File: src/rtl/i2cb_pkg.sv
package i2cb_pkg;

    typedef enum logic [2:0] {
        ST_IDLE,
        ST_RX,
        ST_RX_ACK,
        ST_TX,
        ST_TX_ACK
    } i2cb_state_e;

    typedef struct packed {
        logic start;
        logic stop;
        logic scl_rise;
        logic scl_fall;
    } i2cb_evt_t;

    localparam int HDR_BYTES = 2;

    function automatic logic [7:0] reg_default(input int idx);
        return 8'hA0 + 8'(idx);
    endfunction

endpackage

File: src/rtl/i2cb_sync.sv
module i2cb_sync #(
    parameter int STAGES = 2
) (
    input  logic clk,
    input  logic rst,
    input  logic din,
    output logic lvl,
    output logic rise,
    output logic fall
);
    logic [STAGES-1:0] chain;
    logic              prev;

    always_ff @(posedge clk) begin
        if (rst) begin
            chain <= '1;
            prev  <= 1'b1;
        end else begin
            chain <= {chain[STAGES-2:0], din};
            prev  <= chain[STAGES-1];
        end
    end

    assign lvl  = chain[STAGES-1];
    assign rise = chain[STAGES-1] & ~prev;
    assign fall = ~chain[STAGES-1] & prev;
endmodule

File: src/rtl/i2cb_regbank.sv
module i2cb_regbank
    import i2cb_pkg::*;
#(
    parameter int NUM_REGS = 7,
    parameter int IDX_W    = 4
) (
    input  logic                  clk,
    input  logic                  rst,
    input  logic                  wr_en,
    input  logic [IDX_W-1:0]      wr_idx,
    input  logic [7:0]            wr_data,
    output logic [NUM_REGS*8-1:0] regs_o
);
    for (genvar i = 0; i < NUM_REGS; i++) begin : g_reg
        always_ff @(posedge clk) begin
            if (rst)
                regs_o[8*i +: 8] <= reg_default(i);
            else if (wr_en && wr_idx == IDX_W'(i))
                regs_o[8*i +: 8] <= wr_data;
        end
    end

    AST_WR_IN_RANGE: assert property (@(posedge clk) disable iff (rst)
        wr_en |-> (int'(wr_idx) < NUM_REGS));
endmodule

File: src/rtl/i2cb_slave.sv
module i2cb_slave
    import i2cb_pkg::*;
#(
    parameter int         NUM_REGS    = 7,
    parameter logic [6:0] DEV_ADDR    = 7'h6A,
    parameter int         SYNC_STAGES = 2
) (
    input  logic                  clk,
    input  logic                  rst,
    input  logic                  scl_i,
    input  logic                  sda_i,
    output logic                  sda_oe,
    output logic [NUM_REGS*8-1:0] ctrl_o
);
    localparam int IDX_W = $clog2(NUM_REGS + HDR_BYTES + 2);
    localparam logic [IDX_W-1:0] HDR_L  = IDX_W'(HDR_BYTES);
    localparam logic [IDX_W-1:0] WR_END = IDX_W'(HDR_BYTES + NUM_REGS);
    localparam logic [IDX_W-1:0] TX_END = IDX_W'(NUM_REGS);

    logic scl_lvl, scl_r, scl_f;
    logic sda_lvl, sda_r, sda_f;
    i2cb_evt_t ev;

    i2cb_sync #(.STAGES(SYNC_STAGES)) u_scl_sync (
        .clk(clk), .rst(rst), .din(scl_i), .lvl(scl_lvl), .rise(scl_r), .fall(scl_f));
    i2cb_sync #(.STAGES(SYNC_STAGES)) u_sda_sync (
        .clk(clk), .rst(rst), .din(sda_i), .lvl(sda_lvl), .rise(sda_r), .fall(sda_f));

    always_comb begin
        ev.start    = scl_lvl & sda_f;
        ev.stop     = scl_lvl & sda_r;
        ev.scl_rise = scl_r;
        ev.scl_fall = scl_f;
    end

    i2cb_state_e      state;
    logic [3:0]       bitcnt;
    logic [7:0]       shreg;
    logic [IDX_W-1:0] idx;
    logic             is_addr;
    logic             rd_mode;
    logic             host_ack;

    // byte decision after the 8th bit of a received byte
    logic             byte_done;
    logic             do_ack;
    logic             wr_en;
    logic [IDX_W-1:0] wr_idx;
    logic [IDX_W-1:0] rix;
    logic [7:0]       tx_byte;

    assign byte_done = (state == ST_RX) && ev.scl_fall && (bitcnt == 4'd8);
    assign do_ack    = is_addr ? (shreg[7:1] == DEV_ADDR) : (idx < WR_END);
    assign wr_idx    = idx - HDR_L;
    assign wr_en     = byte_done && !is_addr && !rd_mode && (idx >= HDR_L) && (idx < WR_END);
    assign rix       = idx - 1'b1;

    always_comb begin
        if (idx == '0)
            tx_byte = 8'(NUM_REGS);
        else if (idx <= TX_END)
            tx_byte = ctrl_o[8*rix +: 8];
        else
            tx_byte = 8'hFF;
    end

    always_ff @(posedge clk) begin
        if (rst) begin
            state    <= ST_IDLE;
            sda_oe   <= 1'b0;
            bitcnt   <= '0;
            shreg    <= '0;
            idx      <= '0;
            is_addr  <= 1'b0;
            rd_mode  <= 1'b0;
            host_ack <= 1'b0;
        end else if (ev.start) begin
            state   <= ST_RX;
            sda_oe  <= 1'b0;
            bitcnt  <= '0;
            idx     <= '0;
            is_addr <= 1'b1;
            rd_mode <= 1'b0;
        end else if (ev.stop) begin
            state  <= ST_IDLE;
            sda_oe <= 1'b0;
        end else begin
            unique case (state)
                ST_RX: begin
                    if (ev.scl_rise && bitcnt < 4'd8) begin
                        shreg  <= {shreg[6:0], sda_lvl};
                        bitcnt <= bitcnt + 4'd1;
                    end else if (byte_done) begin
                        bitcnt  <= '0;
                        is_addr <= 1'b0;
                        if (is_addr) begin
                            rd_mode <= shreg[0];
                            state   <= do_ack ? ST_RX_ACK : ST_IDLE;
                        end else begin
                            state <= ST_RX_ACK;
                            if (idx != '1) idx <= idx + 1'b1;
                        end
                        sda_oe <= do_ack;
                    end
                end
                ST_RX_ACK: begin
                    if (ev.scl_fall) begin
                        bitcnt <= '0;
                        if (rd_mode) begin
                            state  <= ST_TX;
                            shreg  <= tx_byte;
                            sda_oe <= ~tx_byte[7];
                            idx    <= idx + 1'b1;
                        end else begin
                            state  <= ST_RX;
                            sda_oe <= 1'b0;
                        end
                    end
                end
                ST_TX: begin
                    if (ev.scl_fall) begin
                        if (bitcnt == 4'd7) begin
                            state  <= ST_TX_ACK;
                            sda_oe <= 1'b0;
                            bitcnt <= '0;
                        end else begin
                            shreg  <= {shreg[6:0], 1'b1};
                            sda_oe <= ~shreg[6];
                            bitcnt <= bitcnt + 4'd1;
                        end
                    end
                end
                ST_TX_ACK: begin
                    if (ev.scl_rise) host_ack <= ~sda_lvl;
                    if (ev.scl_fall) begin
                        if (host_ack) begin
                            state  <= ST_TX;
                            shreg  <= tx_byte;
                            sda_oe <= ~tx_byte[7];
                            if (idx != '1) idx <= idx + 1'b1;
                        end else begin
                            state <= ST_IDLE;
                        end
                    end
                end
                default: begin
                    state  <= ST_IDLE;
                    sda_oe <= 1'b0;
                end
            endcase
        end
    end

    i2cb_regbank #(.NUM_REGS(NUM_REGS), .IDX_W(IDX_W)) u_regs (
        .clk(clk), .rst(rst), .wr_en(wr_en), .wr_idx(wr_idx),
        .wr_data(shreg), .regs_o(ctrl_o));

    AST_OE_SCL_LOW: assert property (@(posedge clk) disable iff (rst)
        (sda_oe != $past(sda_oe)) |-> !scl_lvl);
    AST_STOP_RELEASE: assert property (@(posedge clk) disable iff (rst)
        ev.stop |=> (state == ST_IDLE && !sda_oe));
    AST_START_RESTART: assert property (@(posedge clk) disable iff (rst)
        ev.start |=> (state == ST_RX && is_addr && !sda_oe));
    AST_IDLE_RELEASED: assert property (@(posedge clk) disable iff (rst)
        (state == ST_IDLE) |-> !sda_oe);
    AST_NACK_ENDS_READ: assert property (@(posedge clk) disable iff (rst)
        (state == ST_TX_ACK && ev.scl_fall && !host_ack && !ev.start && !ev.stop)
        |=> (state == ST_IDLE));
    AST_BAD_ADDR_IDLE: assert property (@(posedge clk) disable iff (rst)
        (byte_done && is_addr && shreg[7:1] != DEV_ADDR && !ev.start && !ev.stop)
        |=> (state == ST_IDLE && !sda_oe));
endmodule

File: config.mk
export PLATFORM = sky130hd
export DESIGN_NAME = i2cb_slave
export DESIGN_NICKNAME = d
export VERILOG_FILES = /design/src/rtl/i2cb_pkg.sv /design/src/rtl/i2cb_sync.sv /design/src/rtl/i2cb_regbank.sv /design/src/rtl/i2cb_slave.sv
export SDC_FILE = /design/constraint.sdc
export NUM_CORES = 1
export LEC_CHECK = 0
export ABC_AREA = 1
export CORE_ASPECT_RATIO = 1.75
export CORE_MARGIN = 2
export CORE_UTILIZATION = 40
export DETAILED_ROUTE_END_ITERATION = 10
export PLACE_DENSITY = 0.67
export SLEW_MARGIN = 20
export SYNTH_ARGS = -nofsm -noshare
export SYNTH_HDL_FRONTEND = slang
export SYNTH_SLANG_ARGS = --single-unit
export TNS_END_PERCENT = 5
File: constraint.sdc
create_clock -name clk -period 3 [get_ports clk]
set_input_delay 0.45 -clock clk [delete_from_list [all_inputs] [get_ports clk]]
set_output_delay 0.45 -clock clk [all_outputs]
set_load 0.02 [all_outputs]
-- Word-level counts from Yosys, hierarchy flattened
Index checks and enable logic that the tools add are counted.
- bits in registers: 85
- input port bits: 4
- logic and storage cells: 165
- add/sub/neg operators: 4
- order comparisons: 4
- eq/ne operators: 34
- shift operators: 1
- muxes and demuxes: 53
- bitwise logic cells: 15
- reductions and logical operators: 34
- operators by type and width (operator ; number):
    $mux 8 ; 9
    $shiftx 56x8->8 ; 1
    $mux 4 ; 13
    $pmux 8 s4 ; 1
    $ne 4x4->1 const B ; 7
    $pmux 4 s3 ; 2
    $ne 2x2->1 const B ; 11
    $mux 3 ; 6
    $reduce_and 6->1 ; 3
    $eq 4x3->1 const B ; 4
    $mux 1 ; 16
    $logic_and 1x1->1 ; 14
    $pmux 3 s4 ; 1
    $reduce_and 10->1 ; 1
    $reduce_and 5->1 ; 2
    $not 1->1 ; 9
    $reduce_and 9->1 ; 1
    $add 4x1->4 const B ; 2
    $eq 4x2->1 const B ; 2
    $logic_not 4->1 ; 2
    $lt 4x4->1 const B ; 2
    $mux 2 ; 4
    $reduce_and 4->1 ; 2
    $eq 7x7->1 const B ; 1
    other kinds (19) ; 29

-- Depth between registers and ports, before layout
Gate-level depths: netlist of the first run.
- depth in word-level cells: 9
- mapped depth: 15

-- Hierarchy
From an unflattened synthesis of the first run, not the netlist that was laid out.
- cell total of the unflattened synthesis: 714
- area total of the unflattened synthesis: 4576.9 µm²
- by module, submodules not included (module ; times used ; cells an instance ; area each (µm²) ; sequential area each (µm²)):
    i2cb_regbank ; 1 ; 318 ; 2277.2 ; 1121.1
    i2cb_slave ; 1 ; 370 ; 2104.5 ; 460.4
    i2cb_sync ; 2 ; 13 ; 97.6 ; 60.1

-- Least setup slack after synthesis of the first run
Ideal clock, no wire load.
- path type: register -> register
- from: register idx[0]
- to: register u_regs.regs_o[28]
- setup time: 0.115 ns
- arrival time: 2.240 ns
- required time: 2.885 ns
- slack: 0.646 ns
- cell stages (with the launch flop): 12
- buffers on the path: 3
- period minus slack after synthesis: 2.354 ns
- cell sequence: dfxtp_1 > buf_2 > clkinv_1 > clkbuf_1 > ha_1 > inv_1 > nor2_4 > o21ai_1 > nor3_4 > nand2_2 > buf_2 > o21a_1
- word-level cells in the longest chain between the ends: 4
- elaborated cells on any way between the ends: 7
- classes of those cells: 1 x add/sub; 2 x order compare; 1 x eq/ne; 3 x reduce/logical
- ends and longest elaborated chain (element ; line ; RTL):
    start, declared ; i2cb_slave.sv:39 ; logic [IDX_W-1:0] idx;
    start signal, assigned ; i2cb_slave.sv:101 ; if (idx != '1) idx <= idx + 1'b1;
    start signal, assigned ; i2cb_slave.sv:113 ; idx <= idx + 1'b1;
    start signal, assigned ; i2cb_slave.sv:140 ; if (idx != '1) idx <= idx + 1'b1;
    branches (longest 3 deep; another with $sub 4x2->4) ; - ;
    $logic_and 1x1->1 (*) ; i2cb_regbank.sv:18 ; else if (wr_en && wr_idx == IDX_W'(i))
    end signal, assigned by index ; i2cb_regbank.sv:17 ; regs_o[8*i +: 8] <= reg_default(i);
    end signal, assigned by index ; i2cb_regbank.sv:19 ; regs_o[8*i +: 8] <= wr_data;
    end, declared ; i2cb_regbank.sv:12 ; output logic [NUM_REGS*8-1:0] regs_o
Every way passes the cells marked *.
A chain may end at the register's enable or synchronous reset.

-- Final worst setup path of the first run
- from: register idx[0]
- to: register u_regs.regs_o[4]
- word-level cells in the longest chain between the ends: 4
- elaborated cells on any way between the ends: 7
- classes of those cells: 1 x add/sub; 2 x order compare; 4 x reduce/logical
- ends and longest elaborated chain (element ; line):
    branches (longest 3 deep; another with $sub 4x2->4) ; -
    $logic_and 1x1->1 (*) ; i2cb_regbank.sv:18
Marked as above.

==> results of run 1 <==
## metal layers
layer / track usage / part of all wire
met1: 0.228 / 0.37
met2: 0.445 / 0.53
met3: 0.0377 / 0.046
met4: 0.148 / 0.052
met5: 0 / 0
## flip-flops by register name (all words and copies together) (netlist names)
signal	cells
state	3
shreg	8
u_sda_sync.chain	2
u_sda_sync.prev	1
sda_oe	1
bitcnt	4
rd_mode	1
u_scl_sync.prev	1
u_regs.regs_o	56
idx	4
host_ack	1
is_addr	1
u_scl_sync.chain	2
## layout by cell type, fill, tap and decap left out, drive strengths merged
master         netlist  routed
xor2                 3       3
a21boi               1       1
clkinv               4       6
o211ai              25      25
a22oi                1       1
nor2                28      28
ha                   9       9
nor3b                1       1
o21ai               35      35
nand3               40      40
buf                 14       7
dfxtp               85      85
a21oi               75      75
nor4                 1       1
xnor2                1       1
clkbuf              12      10
a211oi               3       3
nand2              216     216
clkdlybuf4s50        0      60
inv                 84      84
o21a                 6       6
or2                  4       4
nor3                 3       3
bufinv               0       3
nand4                4       4
## final timing paths
path / from / end / cells after the start
setup reg to reg: idx[0] / u_regs.regs_o[4] / 9
hold / removal: u_sda_sync.chain[0] / u_sda_sync.chain[1] / 1
hold reg to reg: u_sda_sync.chain[0] / u_sda_sync.chain[1] / 1
setup / recovery: idx[0] / u_regs.regs_o[4] / 9
## cell families after synthesis
family | after synthesis | synth area share
fa+ha+maj | 9 | 0.0258
flops | 85 | 0.390
simple gates | 297 | 0.286
buf+inv | 114 | 0.102
compound gates | 146 | 0.188
xor+xnor | 4 | 0.00803
## power groups by stage
| stage | logic [mW] | registers, mW | clock network [mW] |
|---|---|---|---|
| 2_1_floorplan | 1.15 | 1.28 | 0 |
| 3_3_place_gp | 1.49 | 1.29 | 0 |
| 4_1_cts | 1.52 | 1.26 | 1.27 |
| 3_5_place_dp | 1.51 | 1.29 | 0 |
| 6_report | 1.54 | 1.27 | 1.25 |
| 5_1_grt | 1.74 | 1.27 | 1.32 |
## stage by stage
stage | utilization | cell area (um^2) | power [mW]
after floorplan | - | 4370 | 2.42
final | 0.504 | 5390 | 4.05
after global routing | 0.504 | 5390 | 4.33
after detailed placement | 0.473 | 5060 | 2.80
after CTS | 0.504 | 5390 | 4.05
after global placement | 0.473 | 5060 | 2.78
## final cells by class
cell class,count,area [um^2]
multi-input combinational,456,2220
clock buffer,10,229
clock inverter,5,100
timing repair buffer,67,653
sequential,85,1700
inverter,88,330
fill,1040,5300
tap,130,163
==> results.yml, run 1 <==
run_status:
  status: "finished, final reports clean"
timing:
  setup_viol: 0
  finalHoldViolations: 0
  slew_headroom: 0.559
  rsz0062_at_grt: "false"
  fin_ws_ns: 0.531
  max_freq_mhz: 405
  setup_tns_ns: 0
  drv_slew: 0
  tightest_slew_ns: 0.661
  fin_skew_ns: 0.00521
  period_share: 0.823
  hold_slack_ns: 0.410
  fin_crit_ns: 2.47
worst_setup_path:
  path_class: "reg2reg"
  slowest_stage: "nand3_1"
  max_stage_delay_ns: 0.43
  cp_top_family: "simple AND/OR/NAND/NOR gates"
  required_ns: 3.21
  cp_cell_sequence: "clkinv_1 > ha_1 > inv_1 > nor2_4 > o21ai_1 > nor3_4 > nand3_1 > inv_1 > a21oi_1"
  cp-start-kind: "flip-flop"
  cp.buffers_inverters: 3
  crit_path_end_kind: "flip-flop"
  crit_arrival_ns: 2.68
  cp_max_fo: 13
  ff2ff_setup_slack_ns: 0.53
  timing.critical_path.mode_cell: "inv_1"
floorplan:
  dieArea_um2: 11800
  start_util: 0.408
  core_um2: 10700
  num_rows: 50
  num_io_pins: 61
  die_w_um: 83.0
  die_h_um: 142
drt:
  drtIter0Drc: 303
  drt-total-wl_mm: 13.6
  firstDrtPassIters: 5
  drc: 0
  wl_per_cell_um: 16.2
  antenna_left: 0
  via_per_inst: 5.27
  vias: 4434
grt:
  grt_usage: 0.233
  overflow: 0
  antenna_found_initial: 0
  grt_pass1_wl_mm: 21.7
  grt_pass1_vias: 4291
  grt_max_degree: 38
yosys:
  synthArstFlopShare: 0
  yosysSeqAreaShare: 0.390
  syn_avg_cell_area_um2: 6.66
  yosys-top-cells-count: "214 x nand2_1, 85 x dfxtp_1, 80 x inv_1, 75 x a21oi_1"
  ys_top_cells_by_area: "dfxtp_1 39%, nand2_1 18%, a21oi_1 8.6%, inv_1 6.9%, o211ai_1 4.3%"
  synth_area_um2: 4370
  synth_top_area_frac: 0.390
  ys_warn_count: 0
  yosysMostFrequentCell: "nand2_1"
  synthCells: 655
  yosys_register_bits: 85
  synth-edff-count: 0
  syn_nets: 668
  synth_cell_types: 31
  synthFlopType: "dfxtp_1"
  synth_largest_area_cell: "dfxtp_1"
clock_network:
  numCtsBuffers: 9
  postCtsSetupBuffers: 0
  clk_latency_ns: 0.34
  clock_sinks: 85
  cts_tree: "yes"
  htreeDepth: 3
  clock_path_buffers: 2
  cts.clk_slew.worst_paths_ns: 0.06
  cts_resized: 0
  clockRootBuffer: "clkbuf_16"
  cts-hold-fix-buffers: 0
placement:
  io_buffer_count: 60
  place_ws_ns: 0.588
  dpl.hpwl_mm: 10.2
  place.gp.congestion: 0.939
  dp_cells: 826
power_and_ir_drop:
  p_sw_frac: 0.392
  clockPowerShare: 0.308
  p_comb_frac: 0.379
  ir_worst_vdd_mv: 0.458
  p_int_mw: 2.46
  p_seq_frac: 0.312
  p_per_area_nw_per_um2: 752
  p_leak_nw: 2.65
  net-switching-power_mw: 1.59
layout:
  areaGrowthSynthToFinish_pct: 23.6
  antenna_cells_inserted: 0
  drive_above_1_share: 0.0549
  final_nets: 720
  fin_cells: 841
job:
  drv_cap: 0
hold_path:
  hp-class: "reg2reg"
No activity file was read; power rests on OpenSTA's default activity.
==> run 2, diff against run 1 <==
==> constraint.sdc (replaced) <==
create_clock -name clk -period 2.3 [get_ports clk]
set_input_delay 0.345 -clock clk [delete_from_list [all_inputs] [get_ports clk]]
set_output_delay 0.345 -clock clk [all_outputs]
set_load 0.02 [all_outputs]
==> run 2 against run 1 <==
Effect of this change: clock power rose by 36%; largest cell class unchanged; wire length rose by 0.14%; maximum frequency is 15% higher; clock skew rose by 0.0020 ns.
==> results.yml, run 2 (synthesis gave the netlist of run 1 again) <==
layout:
  layout_commonest_cell: "nand2_1"
  largest_register_ffs: 56
  drive_above_1_share: 0.0795
  fin_cells: 860
  final_nets: 738
  final_cell_area_um2: 5550
  top_register: "u_regs.regs_o"
  final_cell_mix: "214 x nand2_1, 85 x dfxtp_1, 80 x inv_1"
  areaGrowthSynthToFinish_pct: 27.1
  antenna_cells_inserted: 0
  top_regs: "u_regs.regs_o x56, shreg x8"
grt:
  grt_max_degree: 38
  antenna_found_initial: 0
  overflow: 0
  grt_usage: 0.234
  grt_pass1_vias: 4277
  grt_pass1_wl_mm: 21.7
clock_network:
  cts_resized: 0
  clock_path_buffers: 2
  cts-hold-fix-buffers: 0
  clock_sinks: 85
  cts.clk_slew.worst_paths_ns: 0.06
  clockRootBuffer: "clkbuf_16"
  cts_tree: "yes"
  postCtsSetupBuffers: 0
  htreeDepth: 3
  numCtsBuffers: 9
  clk_latency_ns: 0.34
floorplan:
  num_rows: 50
  die_w_um: 83.0
  die_h_um: 142
  start_util: 0.408
  dieArea_um2: 11800
  num_io_pins: 61
  core_um2: 10700
power_and_ir_drop:
  p_leak_nw: 2.74
  p_per_area_nw_per_um2: 998
  power.total_mw: 5.54
  ir_worst_vdd_mv: 0.743
drt:
  antenna_left: 0
  drc: 0
  via_per_inst: 5.31
  drt-total-wl_mm: 13.7
  wl_per_cell_um: 15.9
  drtIter0Drc: 328
  firstDrtPassIters: 5
  vias: 4564
timing:
  period_share: 0.934
  finalHoldViolations: 0
  max_freq_mhz: 465
  drv_slew: 0
  fin_skew_ns: 0.00721
  rsz0062_at_grt: "true"
  setup_viol: 0
  hold_slack_ns: 0.408
  tightest_slew_ns: 0.533
  slew_headroom: 0.644
  fin_crit_ns: 2.15
placement:
  postPlaceCellArea_um2: 5200
  dp_cells: 844
  dpl.hpwl_mm: 10.2
  place.gp.congestion: 0.972
  io_buffer_count: 60
worst_setup_path:
  crit_path_end_kind: "flip-flop"
  required_ns: 2.52
  crit_arrival_ns: 2.36
  path_class: "reg2reg"
  cp_max_fo: 12
  cp-start-kind: "flip-flop"
run_status:
  status: "finished, final reports clean"
job:
  drv_cap: 0
hold_path:
  hp-class: "reg2reg"
[run 2: cell types whose count changed in the layout (fill, tap and decap cells not counted), sizes merged]
cell    change
buf        +18
clkbuf      +1
[run 2: final timing paths]
check / startpoint / to / slack, ns / cells past startpoint
max reg2reg: idx[2] / u_regs.regs_o[38] / 0.15 / 8
min reg2reg: u_sda_sync.chain[0] / u_sda_sync.chain[1] / 0.41 / 1
max: idx[2] / u_regs.regs_o[38] / 0.15 / 8
min: u_sda_sync.chain[0] / u_sda_sync.chain[1] / 0.41 / 1
[run 2: power by group]
part	switching [mW]	internal, mW	total (mW)
sequential	0.0825	1.57	1.65
clock	0.601	1.10	1.70
combinational	1.47	0.723	2.19
total	2.15	3.39	5.54
[run 2: worst max-delay path, cell delays in order, from the launching register on]
cell and delay (ns):
dfxtp_1 0.51, inv_1 0.11, ha_1 0.22, xnor2_1 0.18, inv_1 0.06, nor2_1 0.25
nand3_2 0.33, inv_1 0.25, a21oi_1 0.10
[run 2: layer usage]
layer	share of wire	track usage	vias to the layer above
met5	0	0	-
met4	0.061	0.169	0
met3	0.053	0.0331	49
met2	0.52	0.421	191
met1	0.37	0.248	2073
li1	-	-	2251
[run 2: through the flow]
stage          TNS [ns]  setup WS, ns   util
3_3_place_gp          0         0.238  0.486
5_1_grt          -0.217       -0.0499  0.519
2_1_floorplan         0        0.0608      -
4_1_cts               0         0.175  0.519
6_report              0         0.151  0.519
3_5_place_dp          0         0.189  0.486
[run 2: cell type report]
class                           instances  area [um^2]
Clock buffer                           11          243
Clock inverter                          5          108
Fill cell                            1046         5150
Inverter                               88          330
Multi-Input combinational cell        456         2220
Sequential cell                        85         1700
Tap cell                              130          163
Timing Repair Buffer                   85          788
==> run 3, diff against run 2 <==
--- a/config.mk
+++ b/config.mk
@@ -6,11 +6,13 @@
 export NUM_CORES = 1
 export LEC_CHECK = 0
 export ABC_AREA = 1
+export CELL_PAD_IN_SITES_DETAIL_PLACEMENT = 1
+export CELL_PAD_IN_SITES_GLOBAL_PLACEMENT = 2
 export CORE_ASPECT_RATIO = 1.75
 export CORE_MARGIN = 2
-export CORE_UTILIZATION = 40
+export CORE_UTILIZATION = 30
 export DETAILED_ROUTE_END_ITERATION = 10
-export PLACE_DENSITY = 0.67
+export PLACE_DENSITY = 0.86
 export SLEW_MARGIN = 20
 export SYNTH_ARGS = -nofsm -noshare
 export SYNTH_HDL_FRONTEND = slang
==> run 3 against run 2 <==
Effect of this change: worst hold slack improved by 0.0021 ns; register-to-register slack is essentially flat; sequential cell count is the same; maximum frequency shrank 0.66%; global-route usage decreased by 2.4 points; critical path type unchanged; largest cell class unchanged.
==> results.yml, run 3 (synthesis gave the netlist of run 1 again) <==
run_status:
  status: "finished, final reports clean"
drt:
  vias: 4544
  antenna_left: 0
  drtIter0Drc: 96
  wl_per_cell_um: 17.2
  drt-total-wl_mm: 15.6
  drc: 0
  firstDrtPassIters: 4
  via_per_inst: 5.00
layout:
  top_regs: "u_regs.regs_o x56, shreg x8"
  drive_above_1_share: 0.0782
  areaGrowthSynthToFinish_pct: 27.9
  layout_commonest_cell: "nand2_1"
  fin_cells: 909
  n_fill_cell: 1841
  final_cell_mix: "214 x nand2_1, 85 x dfxtp_1, 80 x inv_1"
  final_cell_area_um2: 5580
  top_register: "u_regs.regs_o"
  antenna_cells_inserted: 0
  final_nets: 737
  postLayoutCoreUtil: 0.391
  largest_register_ffs: 56
worst_setup_path:
  worstRegToRegCells: 9
  max_stage_delay_ns: 0.37
  cp_cell_sequence: "inv_1 > ha_1 > nand3_1 > nor2_1 > nand2_1 > nor3_4 > nand3_2 > inv_1 > a21oi_1"
  slowest_stage: "nor3_4"
  path_class: "reg2reg"
  crit_arrival_ns: 2.37
  cp.buffers_inverters: 2
  cp_max_fo: 12
  required_ns: 2.51
  r2r_end: "u_regs.regs_o[22]"
  cp-start-kind: "flip-flop"
  timing.critical_path.mode_cell: "inv_1"
  worstReg2RegStart: "bitcnt[0]"
  cp_top_family: "simple AND/OR/NAND/NOR gates"
  crit_path_end_kind: "flip-flop"
  ff2ff_setup_slack_ns: 0.14
clock_network:
  clockRootBuffer: "clkbuf_16"
  clock_path_buffers: 2
  clock_sinks: 85
  htreeDepth: 3
  cts.clk_slew.worst_paths_ns: 0.07
  cts_tree: "yes"
  postCtsSetupBuffers: 0
  clk_latency_ns: 0.34
  numCtsBuffers: 9
placement:
  dp_cells: 893
  dpl.hpwl_mm: 12.2
  postPlaceCellArea_um2: 5280
  io_buffer_count: 60
  place.gp.congestion: 0.844
power_and_ir_drop:
  p_seq_frac: 0.304
  p_sw_frac: 0.413
  p_leak_nw: 2.72
  net-switching-power_mw: 2.24
  p_per_area_nw_per_um2: 972
  p_int_mw: 3.19
  p_comb_frac: 0.425
  ir_worst_vdd_mv: 0.459
  clockPowerShare: 0.271
timing:
  rsz0062_at_grt: "true"
  tightest_slew_ns: 0.472
  fin_skew_ns: 0.00920
  drv_slew: 0
  fin_crit_ns: 2.16
  slew_headroom: 0.682
  period_share: 0.941
  max_freq_mhz: 462
  hold_slack_ns: 0.410
  setup_viol: 0
  finalHoldViolations: 0
floorplan:
  die_h_um: 164
  num_io_pins: 61
  start_util: 0.305
  die_w_um: 95.2
  dieArea_um2: 15600
  core_um2: 14300
  num_rows: 58
grt:
  grt_max_degree: 38
  grt_usage: 0.210
  overflow: 0
  grt_pass1_wl_mm: 24.9
  antenna_found_initial: 0
  grt_pass1_vias: 4743
hold_path:
  hp-class: "reg2reg"
  worstHoldStart: "u_scl_sync.chain[0]"
  min_to: "u_scl_sync.chain[1]"
  whs_path_depth: 1
job:
  drv_cap: 0
==> run 3: worst max path at each step <==
stage,from,to,slack (ns),cells after the start
after floorplan,idx[0],u_regs.regs_o[28],0.06,11
final,bitcnt[0],u_regs.regs_o[22],0.14,9
after global routing,bitcnt[0],u_regs.regs_o[16],-0.08,9
after global placement,idx[3],u_regs.regs_o[54],0.12,7
after CTS,idx[0],shreg[5],0.03,11
after detailed placement,idx[0],shreg[5],0.06,11
==> run 3: what timing repair did <==
| item | CTS | global route |
|---|---|---|
| hold buffers | 0 | 0 |
| setup endpoints to repair | 0 | 9 |
| resized for setup | 0 | 3 |
| hold endpoints to repair | 0 | 0 |
==> run 3: per-layer routing <==
layer  vias to the layer above  GRT usage  routed length [um]  share of wire
li1                       2249          -                   -              -
met1                      2183      0.213                5770           0.37
met2                        79      0.408                8870           0.57
met3                        33     0.0304                 357          0.023
met4                         0     0.0949                 597          0.038
met5                         -          0                   0              0
==> run 3: cell type report <==
type / count / area [um^2] / area share
Clock buffer: 11 / 233 / 0.0417
Clock inverter: 5 / 61.3 / 0.0110
Multi-Input combinational cell: 456 / 2230 / 0.399
Sequential cell: 85 / 1700 / 0.305
Inverter: 88 / 330 / 0.0592
Tap cell: 180 / 225 / 0.0403
Timing Repair Buffer: 84 / 806 / 0.144
==> run 3: metrics by stage <==
step | power, mW | TNS [ns] | setup WS (ns)
after detailed placement | 3.99 | 0 | 0.0568
after floorplan | 3.16 | 0 | 0.0608
final | 5.43 | 0 | 0.137
after CTS | 5.48 | 0 | 0.0264
after global placement | 3.93 | 0 | 0.121
after global routing | 5.85 | -0.601 | -0.0761
==> run 3: power by group through the flow <==
| stage | clock, mW | combinational (mW) | sequential (mW) |
|---|---|---|---|
| CTS | 1.50 | 2.32 | 1.65 |
| global route | 1.56 | 2.62 | 1.66 |
| global placement | 0 | 2.25 | 1.68 |
| detailed placement | 0 | 2.30 | 1.69 |
| finish | 1.47 | 2.31 | 1.65 |
| floorplan | 0 | 1.50 | 1.67 |
